[config.mk]
export PLATFORM = sky130hd
export DESIGN_NAME = cdd_depth_counter
export DESIGN_NICKNAME = d
export VERILOG_FILES = /design/src/rtl/cdd_pkg.sv /design/src/rtl/cdd_prefix_decode.sv /design/src/rtl/cdd_step.sv /design/src/rtl/cdd_depth_counter.sv
export SDC_FILE = /design/constraint.sdc
export NUM_CORES = 1
export LEC_CHECK = 0
export BUFFER_PORTS_ARGS = -buffer_cell sky130_fd_sc_hd__buf_4
export CORE_MARGIN = 2
export CORE_UTILIZATION = 35
export CTS_BUF_LIST = sky130_fd_sc_hd__clkbuf_16
export CTS_CLUSTER_DIAMETER = 60
export CTS_CLUSTER_SIZE = 14
export DETAILED_ROUTE_END_ITERATION = 10
export GPL_TIMING_DRIVEN = 0
export HOLD_SLACK_MARGIN = 0.08
export PLACE_DENSITY = 0.54
export REMOVE_ABC_BUFFERS = 1
export SKIP_CTS_REPAIR_TIMING = 1
export SLEW_MARGIN = 20
export SYNTH_ARGS = -nofsm -noshare
export SYNTH_HDL_FRONTEND = slang
export SYNTH_HIERARCHICAL = 1
export SYNTH_SLANG_ARGS = --single-unit
[constraint.sdc]
create_clock -name clk_i -period 3.4 [get_ports clk_i]
set_input_delay 0.17 -clock clk_i [delete_from_list [all_inputs] [get_ports clk_i]]
set_output_delay 0.17 -clock clk_i [all_outputs]
set_load 0.01 [all_outputs]
[src/rtl/cdd_pkg.sv]
package cdd_pkg;
   typedef enum logic [1:0] {
      OP_NONE = 2'd0,
      OP_INC  = 2'd1,
      OP_DEC  = 2'd2
   } cdd_op_e;
endpackage

[src/rtl/cdd_prefix_decode.sv]
module cdd_prefix_decode #(
   parameter int FIELD_W = 7
) (
   input  logic [FIELD_W-1:0] field_i,
   output logic [FIELD_W-1:0] cnt_mask_o,
   output logic               all_ones_o
);
   // run[i]   : bits FIELD_W-1 .. i are all ones
   // above[i] : the separator zero sits at position i or higher
   logic [FIELD_W:0] run;
   logic [FIELD_W:0] above;

   assign run[FIELD_W]   = 1'b1;
   assign above[FIELD_W] = 1'b0;

   for (genvar i = FIELD_W - 1; i >= 0; i--) begin : g_bit
      assign run[i]        = run[i+1] & field_i[i];
      assign above[i]      = above[i+1] | (run[i+1] & ~field_i[i]);
      assign cnt_mask_o[i] = above[i+1];
   end

   assign all_ones_o = run[0];
endmodule

[src/rtl/cdd_step.sv]
module cdd_step
   import cdd_pkg::*;
#(
   parameter int FIELD_W = 7
) (
   input  logic [FIELD_W-1:0] field_i,
   input  logic [FIELD_W-1:0] cnt_mask_i,
   input  logic               all_ones_i,
   input  cdd_op_e            op_i,
   output logic [FIELD_W-1:0] next_o,
   output logic               ovf_o,
   output logic               unf_o
);
   logic [FIELD_W-1:0] cnt;
   assign cnt = field_i & cnt_mask_i;

   always_comb begin
      next_o = field_i;
      ovf_o  = 1'b0;
      unf_o  = 1'b0;
      if (!all_ones_i) begin
         unique case (op_i)
            OP_INC: begin
               if (cnt == cnt_mask_i) ovf_o  = 1'b1;
               else                   next_o = field_i + FIELD_W'(1);
            end
            OP_DEC: begin
               if (cnt == '0) unf_o  = 1'b1;
               else           next_o = field_i - FIELD_W'(1);
            end
            default: ;
         endcase
      end
   end
endmodule

[src/rtl/cdd_depth_counter.sv]
module cdd_depth_counter
   import cdd_pkg::*;
#(
   parameter int FIELD_W = 7
) (
   input  logic               clk_i,
   input  logic               rst_ni,
   input  logic               en_i,
   input  logic               inc_i,
   input  logic               dec_i,
   input  logic               ld_i,
   input  logic [FIELD_W-1:0] ld_val_i,
   output logic [FIELD_W-1:0] field_o,
   output logic               ovf_o,
   output logic               unf_o,
   output logic               zero_o
);
   if (FIELD_W < 2 || FIELD_W > 32) begin : g_bad_width
      $error("cdd_depth_counter: FIELD_W must lie in 2..32");
   end

   logic [FIELD_W-1:0] field_q;
   logic [FIELD_W-1:0] cnt_mask;
   logic               all_ones;
   logic [FIELD_W-1:0] field_nx;
   logic               ovf_nx;
   logic               unf_nx;
   cdd_op_e            op;

   cdd_prefix_decode #(.FIELD_W(FIELD_W)) u_dec (
      .field_i    (field_q),
      .cnt_mask_o (cnt_mask),
      .all_ones_o (all_ones)
   );

   always_comb begin
      op = OP_NONE;
      if (en_i && !ld_i && (inc_i ^ dec_i)) op = inc_i ? OP_INC : OP_DEC;
   end

   cdd_step #(.FIELD_W(FIELD_W)) u_step (
      .field_i    (field_q),
      .cnt_mask_i (cnt_mask),
      .all_ones_i (all_ones),
      .op_i       (op),
      .next_o     (field_nx),
      .ovf_o      (ovf_nx),
      .unf_o      (unf_nx)
   );

   always_ff @(posedge clk_i) begin
      if (!rst_ni) begin
         field_q <= '0;
         ovf_o   <= 1'b0;
         unf_o   <= 1'b0;
      end else begin
         field_q <= ld_i ? ld_val_i : field_nx;
         ovf_o   <= ovf_nx;
         unf_o   <= unf_nx;
      end
   end

   assign field_o = field_q;
   assign zero_o  = all_ones || ((field_q & cnt_mask) == '0);
endmodule

==> metrics, run 1 <==
outcome=finished clean; Max rail drop VDD=290.2 uV; Seq/Total Area, Yosys=17.50%; worst hold-check path type=in -> reg; area occupied by multi-input gates=750.7 um^2; Mapped Avg Cell Area=7.572 um^2; Netlist cell types=47; TritonCTS clock tree=built; Ys Warns=6; crit path kind=reg -> reg; fmax=365.3 MHz; vias in the first global route=1014; die area=0.003392 mm^2; initial antenna violation count=0; cell area after synthesis=0.001030 mm^2; core area=0.002781 mm^2; DRT iter0 DRCs=80; WL/cell=15.11 um; die width=58.24 um; CTS sink cnt=9; Initial Utilization=37.02%; synth cell count leaders=inv_1, mux2i_1, dfxtp_1, nand2_1, nor2b_1; Root Buffer=clkbuf_16; #FFs+latches synth=9; chip height=58.24 um; total track usage=17.10%; I/O pin count=23; CP required=3.52 ns; Util after Layout=45.39%; most frequent cell after synthesis=inv_1; # rows=19; critical path endpoint category=flop; final period demand of the worst path=2.738 ns; IO buf count=22; P&R area growth vs syn=22.60%; critical path peak fanout=16; cells after synthesis=136; Slew @ Worst Pin=0.5858 ns; total number of vias=1095; clock buffer depth=2; PwrDens=339.2 mW/mm^2; Clock Pin Slew Worst Setup and Hold Paths=0.04 ns; startpoint types=flop; htree depth=1; first-pass GRT wire length=4588 um; Total Nets Final=172; Max-slew headroom=60.89%; DR pass1 iterations=5; DP Wirelength=2078 um; DRC Markers=0; largest area contributor in the netlist=dfxtp_1; Post-synth EDFFs=0; setup TNS=0 ns; Clock Skew=0.001029 ns; Worst EP arrival=2.86 ns; Yosys top cell area share=17.50%; fill count=282; Post-DRT Antenna Nets=0; CTS Buf Count=3; Main synth FF type=dfxtp_1; worst skew pair latency=0.23 ns; Final Hold Viols=0; RSZ-0062 raised after global routing=no; Placer Congestion=0.8443; largest cells by area after synthesis=dfxtp_1, mux2i_1, ha_1; Final period util=80.52%; hold_ws=0.1971 ns; largest net degree at the start of global routing=17; Slew Viols, Final=0; Max Cap Violations=0; routed wire length=2796 um; diode count=0; global route total overflow=0; Avg Vias per Cell=5.919; endpoints failing setup=0; asr flop ratio synth=0%; Pleak=0.5606 nW; FF/Latch Area=180.2 um^2; layout cell share with drive strength beyond 1=23.38%
==> cells in the final DEF (no fill, tap or decap), types with 2 or more instances in the layout <==
cell type and n:
buf_4 22, inv_1 13, mux2i_1 11, dfxtp_1 9
nand2_1 9, nor2b_1 7, a21oi_1 6, a22oi_1 5
nand3_1 5, nor2_1 5, nand2b_1 4, nor4_1 4
ha_1 4, and2_1 3, clkbuf_16 3, nand4_1 3
a211oi_1 3, o211ai_1 3, o21ai_0 3, and4bb_2 2
a222oi_1 2, or2_2 2, o21ai_1 2, a21o_1 2
o22ai_1 2
==> per-layer routing <==
metal | track usage, % | share of wire [%]
met1 | 22.13 | 45
met5 | 0 | 0
met3 | 1.116 | 4.4
met2 | 28.90 | 49
met4 | 7.973 | 1.1
==> path summary, 6_finish.rpt <==
path / startpoint / to / slack, ns / cells past startpoint
worst max-delay path: field_o[4] / field_o[4] / 0.66 / 9
worst min-delay path: ld_val_i[2] / field_o[2] / 0.20 / 3
worst max register to register: field_o[4] / field_o[4] / 0.66 / 9
worst min register to register: field_o[0] / field_o[0] / 0.86 / 4
==> worst max-delay path, cell delays in order, from the launching register on <==
cell and delay (ns):
dfxtp_1 0.68, and4_4 0.33, nand2_1 0.09, a222oi_1 0.55, nand3_2 0.26, nand4_1 0.21, nor4_1 0.06, a211o_1 0.25
mux2i_1 0.13, nor2b_1 0.06
==> state kept, by name (all words and copies together), names as in the netlist <==
signal   cells
field_o      7
ovf_o        1
unf_o        1
==> cell type report <==
type | count | share of cell area (%)
multi-input cells | 106 | 59.46
flip-flops and latches | 9 | 14.27
clock buffers | 3 | 5.946
clock inverters | 1 | 0.2973
well taps | 31 | 3.072
inverters | 13 | 3.865
repair buffers | 22 | 13.08
==> report_power, final <==
group | switching, mW | internal [mW]
Clock | 0.0478 | 0.153
Sequential | 0.0185 | 0.112
Combinational | 0.0481 | 0.0490
==> stage by stage <==
step	total power [mW]	area [um^2]	worst slack [ns]	instances
floorplan	0.1866	979.7	1.085	128
global placement	0.2256	1184	0.7259	181
detailed placement	0.2275	1184	0.7002	181
CTS	0.4314	1262	0.6959	185
global route	0.4482	1262	0.4546	185
finish	0.4282	1262	0.6622	185
==> logic make-up after synthesis <==
| family | share of synthesized area, % |
|---|---|
| simple gates | 29.04 |
| fa+ha+maj | 4.860 |
| compound gates | 27.95 |
| other cells | 0.3642 |
| mux | 10.69 |
| flops | 17.50 |
| buf+inv | 9.598 |
No activity file was read; power rests on OpenSTA's default activity.
==> run 2, diff against run 1 <==
ABC_AREA = 1   (was default)
PLACE_DENSITY = 0.55   (was 0.54)
clock period = 2.4 ns   (was 3.4 ns; I/O delays follow)
==> run 2 against run 1 <==
Effect of this change: final cell count grew 46%; combinational power grew 88%; register-to-register slack lost 0.43 ns; largest power group unchanged; highest routed layer unchanged.
==> metrics, run 2 <==
outcome=finished clean; Seq/Total Area, Yosys=15.55% (-1.9 points); I/O pin count=23 (unchanged); synth cell count leaders=nand2_1, nor2_1, inv_1, nand3_1; first-pass GRT wire length=4878 um (+6.3%); routed wire length=2973 um (+6.3%); Largest register FFs=7 (unchanged); Yosys top cell area share=22.35% (+4.9 points); IO buf count=22 (unchanged); crit path kind=reg -> reg; critical path endpoint category=flop; CTS sink cnt=9 (unchanged); startpoint types=flop; Post-synth EDFFs=0 (unchanged); commonest non-fill, non-tap cell in the layout=nand2_1; diode count=0 (unchanged); routed wl met3=144 um (+17%); CP required=2.58 ns (-0.94 ns); clock buffer depth=2 (unchanged); Internal Power=0.4512 mW (+44%); WL/cell=10.97 um (-27%); Main synth FF type=dfxtp_1; Logic pwr share=27.7% (+5.0 points); TritonCTS clock tree=built; Root Buffer=clkbuf_16; hold_ws=0.1058 ns (-0.09122 ns); setup TNS=0 ns (unchanged); Pleak=0.7309 nW (+30%); die width=61.54 um (+5.7%); Avg Vias per Cell=4.657 (-21%); worst skew pair latency=0.24 ns (about the same); Clock Pin Slew Worst Setup and Hold Paths=0.04 ns (about the same); largest cells by area after synthesis=nand2_1, dfxtp_1, nor2_1; cells after synthesis=206 (+51%); Final period util=90.38% (+9.9 points); Total Nets Final=245 (+42%); highest metal layer with signal wires=met4; most frequent cell after synthesis=nand2_1; Met2 Wirelength=1303 um (-5.4%); P&R area growth vs syn=22.46%; DR pass1 iterations=4 (-1); core area=0.003103 mm^2 (+12%); Placed Cells=267 (+48%); net switching power=0.2075 mW (+81%); DP Wirelength=2299 um (+11%); CTS Buf Count=3 (unchanged); die area=0.003787 mm^2 (+12%); most frequent cells in the layout=nand2_1, nor2_1, inv_1, buf_4, nand3_1; largest area contributor in the netlist=nand2_1; DRT iter0 DRCs=72 (-10%); worst hold-check path type=in -> reg; Clk network pwr share=44.5% (-2.5 points); Seq pwr share=27.8% (-2.6 points); largest net degree at the start of global routing=13 (-4); Post-Layout Cell Count=271 (+46%); Initial Utilization=37.34% (+0.32 points); Clock Skew=0.0009054 ns (-0.0001241 ns); vias in the first global route=1073 (+5.8%); layout cell share with drive strength beyond 1=25.99% (+2.6 points); #FFs+latches synth=9 (unchanged); Max rail drop VDD=416.8 uV (+44%); # rows=20 (+1); chip height=61.54 um (+5.7%); Final Hold Viols=0 (unchanged); final period demand of the worst path=2.169 ns (-0.5687 ns); initial antenna violation count=0 (unchanged); Mapped Avg Cell Area=5.624 um^2 (-26%); endpoints failing setup=0 (unchanged); global route total overflow=0 (unchanged); critical path peak fanout=10 (-6); RSZ-0062 raised after global routing=no; total track usage=17.47% (+0.37 points); total number of vias=1262 (+15%); Netlist cell types=29 (-38%); cell area after synthesis=0.001159 mm^2 (+13%); Placer Congestion=0.8199 (-2.9%); Post-DRT Antenna Nets=0 (unchanged); DRC Markers=0 (unchanged); Max Cap Violations=0 (unchanged); Ys Warns=6 (unchanged); switching part of the total=31.51% (+4.8 points); Routed met1 length=1467 um (+16%); asr flop ratio synth=0% (unchanged); PwrDens=464.2 mW/mm^2 (+37%); fmax=461.0 MHz (+26%); Worst EP arrival=2.34 ns (-0.52 ns); Slew Viols, Final=0 (unchanged); htree depth=1 (unchanged)
run 2: cell count changes after synthesis, sizes merged, moves of 3 or more:
cell | before | now
nand2 | 9 | 78
nor2 | 6 | 33
inv | 13 | 31
mux2i | 11 | 0
nand3 | 6 | 16
o21ai | 5 | 13
nor2b | 7 | 0
a22oi | 5 | 0
nand2b | 4 | 0
o211ai | 4 | 0
a21oi | 6 | 3
and2 | 3 | 0
buf | 7 | 4
run 2: final timing paths:
path / cells past startpoint / end / slack, ns / startpoint
max: 11 / field_o[1] / 0.23 / field_o[6]
min: 3 / field_o[4] / 0.11 / ld_val_i[4]
max reg2reg: 11 / field_o[1] / 0.23 / field_o[6]
min reg2reg: 4 / field_o[4] / 0.71 / field_o[4]
run 2: worst max-delay path, stage by stage, from the launching register on:
cell,delay [ns]
dfxtp_1,0.43
nand2_2,0.13
nor2_4,0.12
nand4_2,0.13
nor2_2,0.23
or2_2,0.21
clkinv_1,0.28
o21ai_1,0.17
nor2_1,0.09
o22ai_2,0.11
o21ai_0,0.10
nor2_1,0.08
run 2: metal layers:
layer / track usage, % / vias up
met5: 0 / -
met4: 8.207 / 0
met3: 1.471 / 5
met2: 26.92 / 33
met1: 24.53 / 548
li1: - / 676
run 2: stage by stage:
stage / power [mW] / instance area, um^2 / setup WS (ns) / util [%]
2_1_floorplan: 0.3020 / 1117 / 0.4788 / -
6_report: 0.6587 / 1419 / 0.2309 / 45.73
3_3_place_gp: 0.3677 / 1338 / 0.1415 / 43.10
4_1_cts: 0.6624 / 1416 / 0.1369 / 45.65
5_1_grt: 0.7027 / 1419 / 0.05231 / 45.73
3_5_place_dp: 0.3675 / 1338 / 0.1463 / 43.10
run 2: power groups by stage:
stage / Sequential, mW / Combinational, mW / Clock [mW]
floorplan: 0.183 / 0.119 / 0
global placement: 0.185 / 0.183 / 0
CTS: 0.182 / 0.183 / 0.297
detailed placement: 0.185 / 0.183 / 0
finish: 0.183 / 0.183 / 0.293
global route: 0.186 / 0.208 / 0.309
run 2: final cells by class:
type	instances	area, um^2
Sequential cell	9	182.7
Clock inverter	1	3.754
Fill cell	371	1684
Multi-Input combinational cell	160	817.0
Inverter	32	120.1
Clock buffer	3	75.07
Timing Repair Buffer	22	165.2
Tap cell	44	55.05
run 2: kinds of logic after synthesis:
family | Yosys count | share of synthesized area (%)
buffers and inverters | 37 | 13.93
AOI/OAI and AO/OA | 19 | 10.15
DFF | 9 | 15.55
adders and majority gates | 4 | 4.320
and+or+nand+nor | 136 | 55.72
other | 1 | 0.3237
==> run 3, diff against run 2 <==
ABC_AREA = default   (was 1)
CORE_UTILIZATION = 30   (was 35)
PLACE_DENSITY = 0.49   (was 0.55)
==> run 3 against run 2 <==
Effect of this change: combinational power down 23%; worst hold slack better by 0.050 ns; largest cell class unchanged; register-to-register slack worse by 0.09 ns; die area up 3.4%; critical path depth down 1; non-clock buffer count up 1; design area down 7.9%; routed wire length down 5.8%; critical path type unchanged; clock power down 2%; worst setup slack worse by 0.085 ns.
==> metrics, run 3 (synthesized netlist as in run 1, its figures left out) <==
DP Wirelength=2153 um (-6.3%); most frequent cells in the layout=buf_4, inv_1, mux2i_1, nand2_1, nor2b_1; htree depth=1 (unchanged); vias in the first global route=1073 (unchanged); worst hold-check path type=in -> reg; P&R area growth vs syn=26.85%; # rows=21 (+5.0%); Seq pwr share=30.1% (+2.3 points); chip height=62.59 um (+1.7%); Pleak=0.5686 nW (-22%); TritonCTS clock tree=built; initial antenna violation count=0 (unchanged); DRC Markers=0 (unchanged); setup TNS=0 ns (unchanged); setup ws final=0.1457 ns (-0.08519 ns); layout cell share with drive strength beyond 1=27.74% (+1.8 points); placed cell area=0.001202 mm^2 (-10%); worst-path cell chain=and4_4 -> nand2_1 -> a222oi_1 -> buf_4 -> nand3_2 -> nand3_1 -> mux2i_1 -> o211ai_2 -> mux2i_1 -> nor2b_1; startpoint types=flop; DRT iter0 DRCs=45 (-38%); Slew Viols, Final=0 (unchanged); Max Cap Violations=0 (unchanged); Final Hold Viols=0 (unchanged); Internal Power=0.4470 mW (-0.93%); PwrDens=466.9 mW/mm^2 (+0.58%); critical path endpoint category=flop; I/O pin count=23 (unchanged); die area=0.003917 mm^2 (+3.4%); Clock Pin Slew Worst Setup and Hold Paths=0.04 ns (about the same); fin area=0.001306 mm^2 (-7.9%); diode count=0 (unchanged); Avg Vias per Cell=5.567 (+20%); clock buffer depth=2 (unchanged); WL/cell=13.94 um (+27%); CTS sink cnt=9 (unchanged); Util after Layout=39.46% (-6.3 points); Worst Hold Launch=rst_ni; total number of vias=1119 (-11%); worst skew pair latency=0.23 ns (about the same); Placer Congestion=0.7957 (-3.0%); Clk network pwr share=46.8% (+2.3 points); Total Nets Final=173 (-29%); global route total overflow=0 (unchanged); Max rail drop VDD=641.3 uV (+54%); endpoints failing setup=0 (unchanged); CTS Buf Count=3 (unchanged); pre-CTS setup slack=-0.2756 ns (-0.4219 ns); IO buf count=22 (unchanged); routed wire length=2802 um (-5.8%); most frequent CP cell=mux2i_1; core area=0.003311 mm^2 (+6.7%); first-pass GRT wire length=4602 um (-5.7%); Clock Skew=0.0007603 ns (-0.0001451 ns); switching part of the total=26.72% (-4.8 points); Root Buffer=clkbuf_16; DR pass1 iterations=4 (unchanged); hold_ws=0.1557 ns (+0.04989 ns); Critical Path Start=field_o[3]; CP required=2.52 ns (-0.06 ns); Largest register FFs=7 (unchanged); commonest non-fill, non-tap cell in the layout=buf_4; final period demand of the worst path=2.254 ns (+0.08519 ns); Reg2Reg Launch Point=field_o[3]; Slowest-stage cell, CP=dfxtp_2; Worst EP arrival=2.37 ns (+0.03 ns); net switching power=0.1629 mW (-21%); Post-DRT Antenna Nets=0 (unchanged); outcome=finished clean; largest net degree at the start of global routing=17 (+4); crit path kind=reg -> reg; die width=62.59 um (+1.7%); Logic pwr share=23.1% (-4.6 points); total track usage=14.22% (-3.3 points); Crit path largest cell delay=0.44 ns (about the same); Final period util=93.93% (+3.5 points); fmax=443.6 MHz (-3.8%); Initial Utilization=31.10% (-6.2 points); critical path peak fanout=11 (+1)
## run 3: cell types whose count changed in the layout (fill, tap and decap cells not counted), sizes merged, moves of 8 or more
cell | before | now
inv | 32 | 14
mux2i | 0 | 11
nand2 | 78 | 9
nand3 | 16 | 6
nor2 | 33 | 6
o21ai | 13 | 5
## run 3: final timing paths
check / end / slack (ns) / depth (start not counted)
worst min register to register: field_o[6] / 0.77 / 4
worst max register to register: field_o[6] / 0.15 / 10
worst max-delay path: field_o[6] / 0.15 / 10
worst min-delay path: ovf_o / 0.16 / 2
## run 3: cell type report
| type | count | area, um^2 |
|---|---|---|
| clock buffer | 3 | 75.07 |
| inverter | 13 | 48.80 |
| sequential | 9 | 193.9 |
| tap | 46 | 57.56 |
| timing repair buffer | 23 | 172.7 |
| multi-input combinational | 106 | 754.5 |
| fill | 355 | 2004 |
| clock inverter | 1 | 3.754 |
## run 3: metrics by stage
stage | power [mW] | cells
3_5_place_dp | 0.3221 | 196
3_3_place_gp | 0.3203 | 196
6_report | 0.6099 | 201
5_1_grt | 0.6373 | 201
4_1_cts | 0.6065 | 200
2_1_floorplan | 0.2643 | 128
## run 3: worst max-delay path: cells and delay by family, from the launching register on
family,cells,cell delay [ns]
AO/OA/AOI/OAI,2,0.45
multiplexers,2,0.37
buffers and inverters,1,0.18
AND/OR/NAND/NOR,5,0.70
flip-flops,1,0.44
## run 3: power groups by stage
stage / logic (mW) / clock network, mW / registers [mW]
6_report: 0.141 / 0.286 / 0.184
5_1_grt: 0.154 / 0.297 / 0.186
4_1_cts: 0.137 / 0.287 / 0.183
3_5_place_dp: 0.136 / 0 / 0.186
3_3_place_gp: 0.134 / 0 / 0.186
2_1_floorplan: 0.0834 / 0 / 0.181
## run 3: per-layer routing
metal	global-route usage (%)	wire, um	part of all wire (%)
met1	17.42	1174	42
met4	4.444	17	0.61
met2	26.21	1502	54
met5	0	0	0
met3	1.081	106	3.8
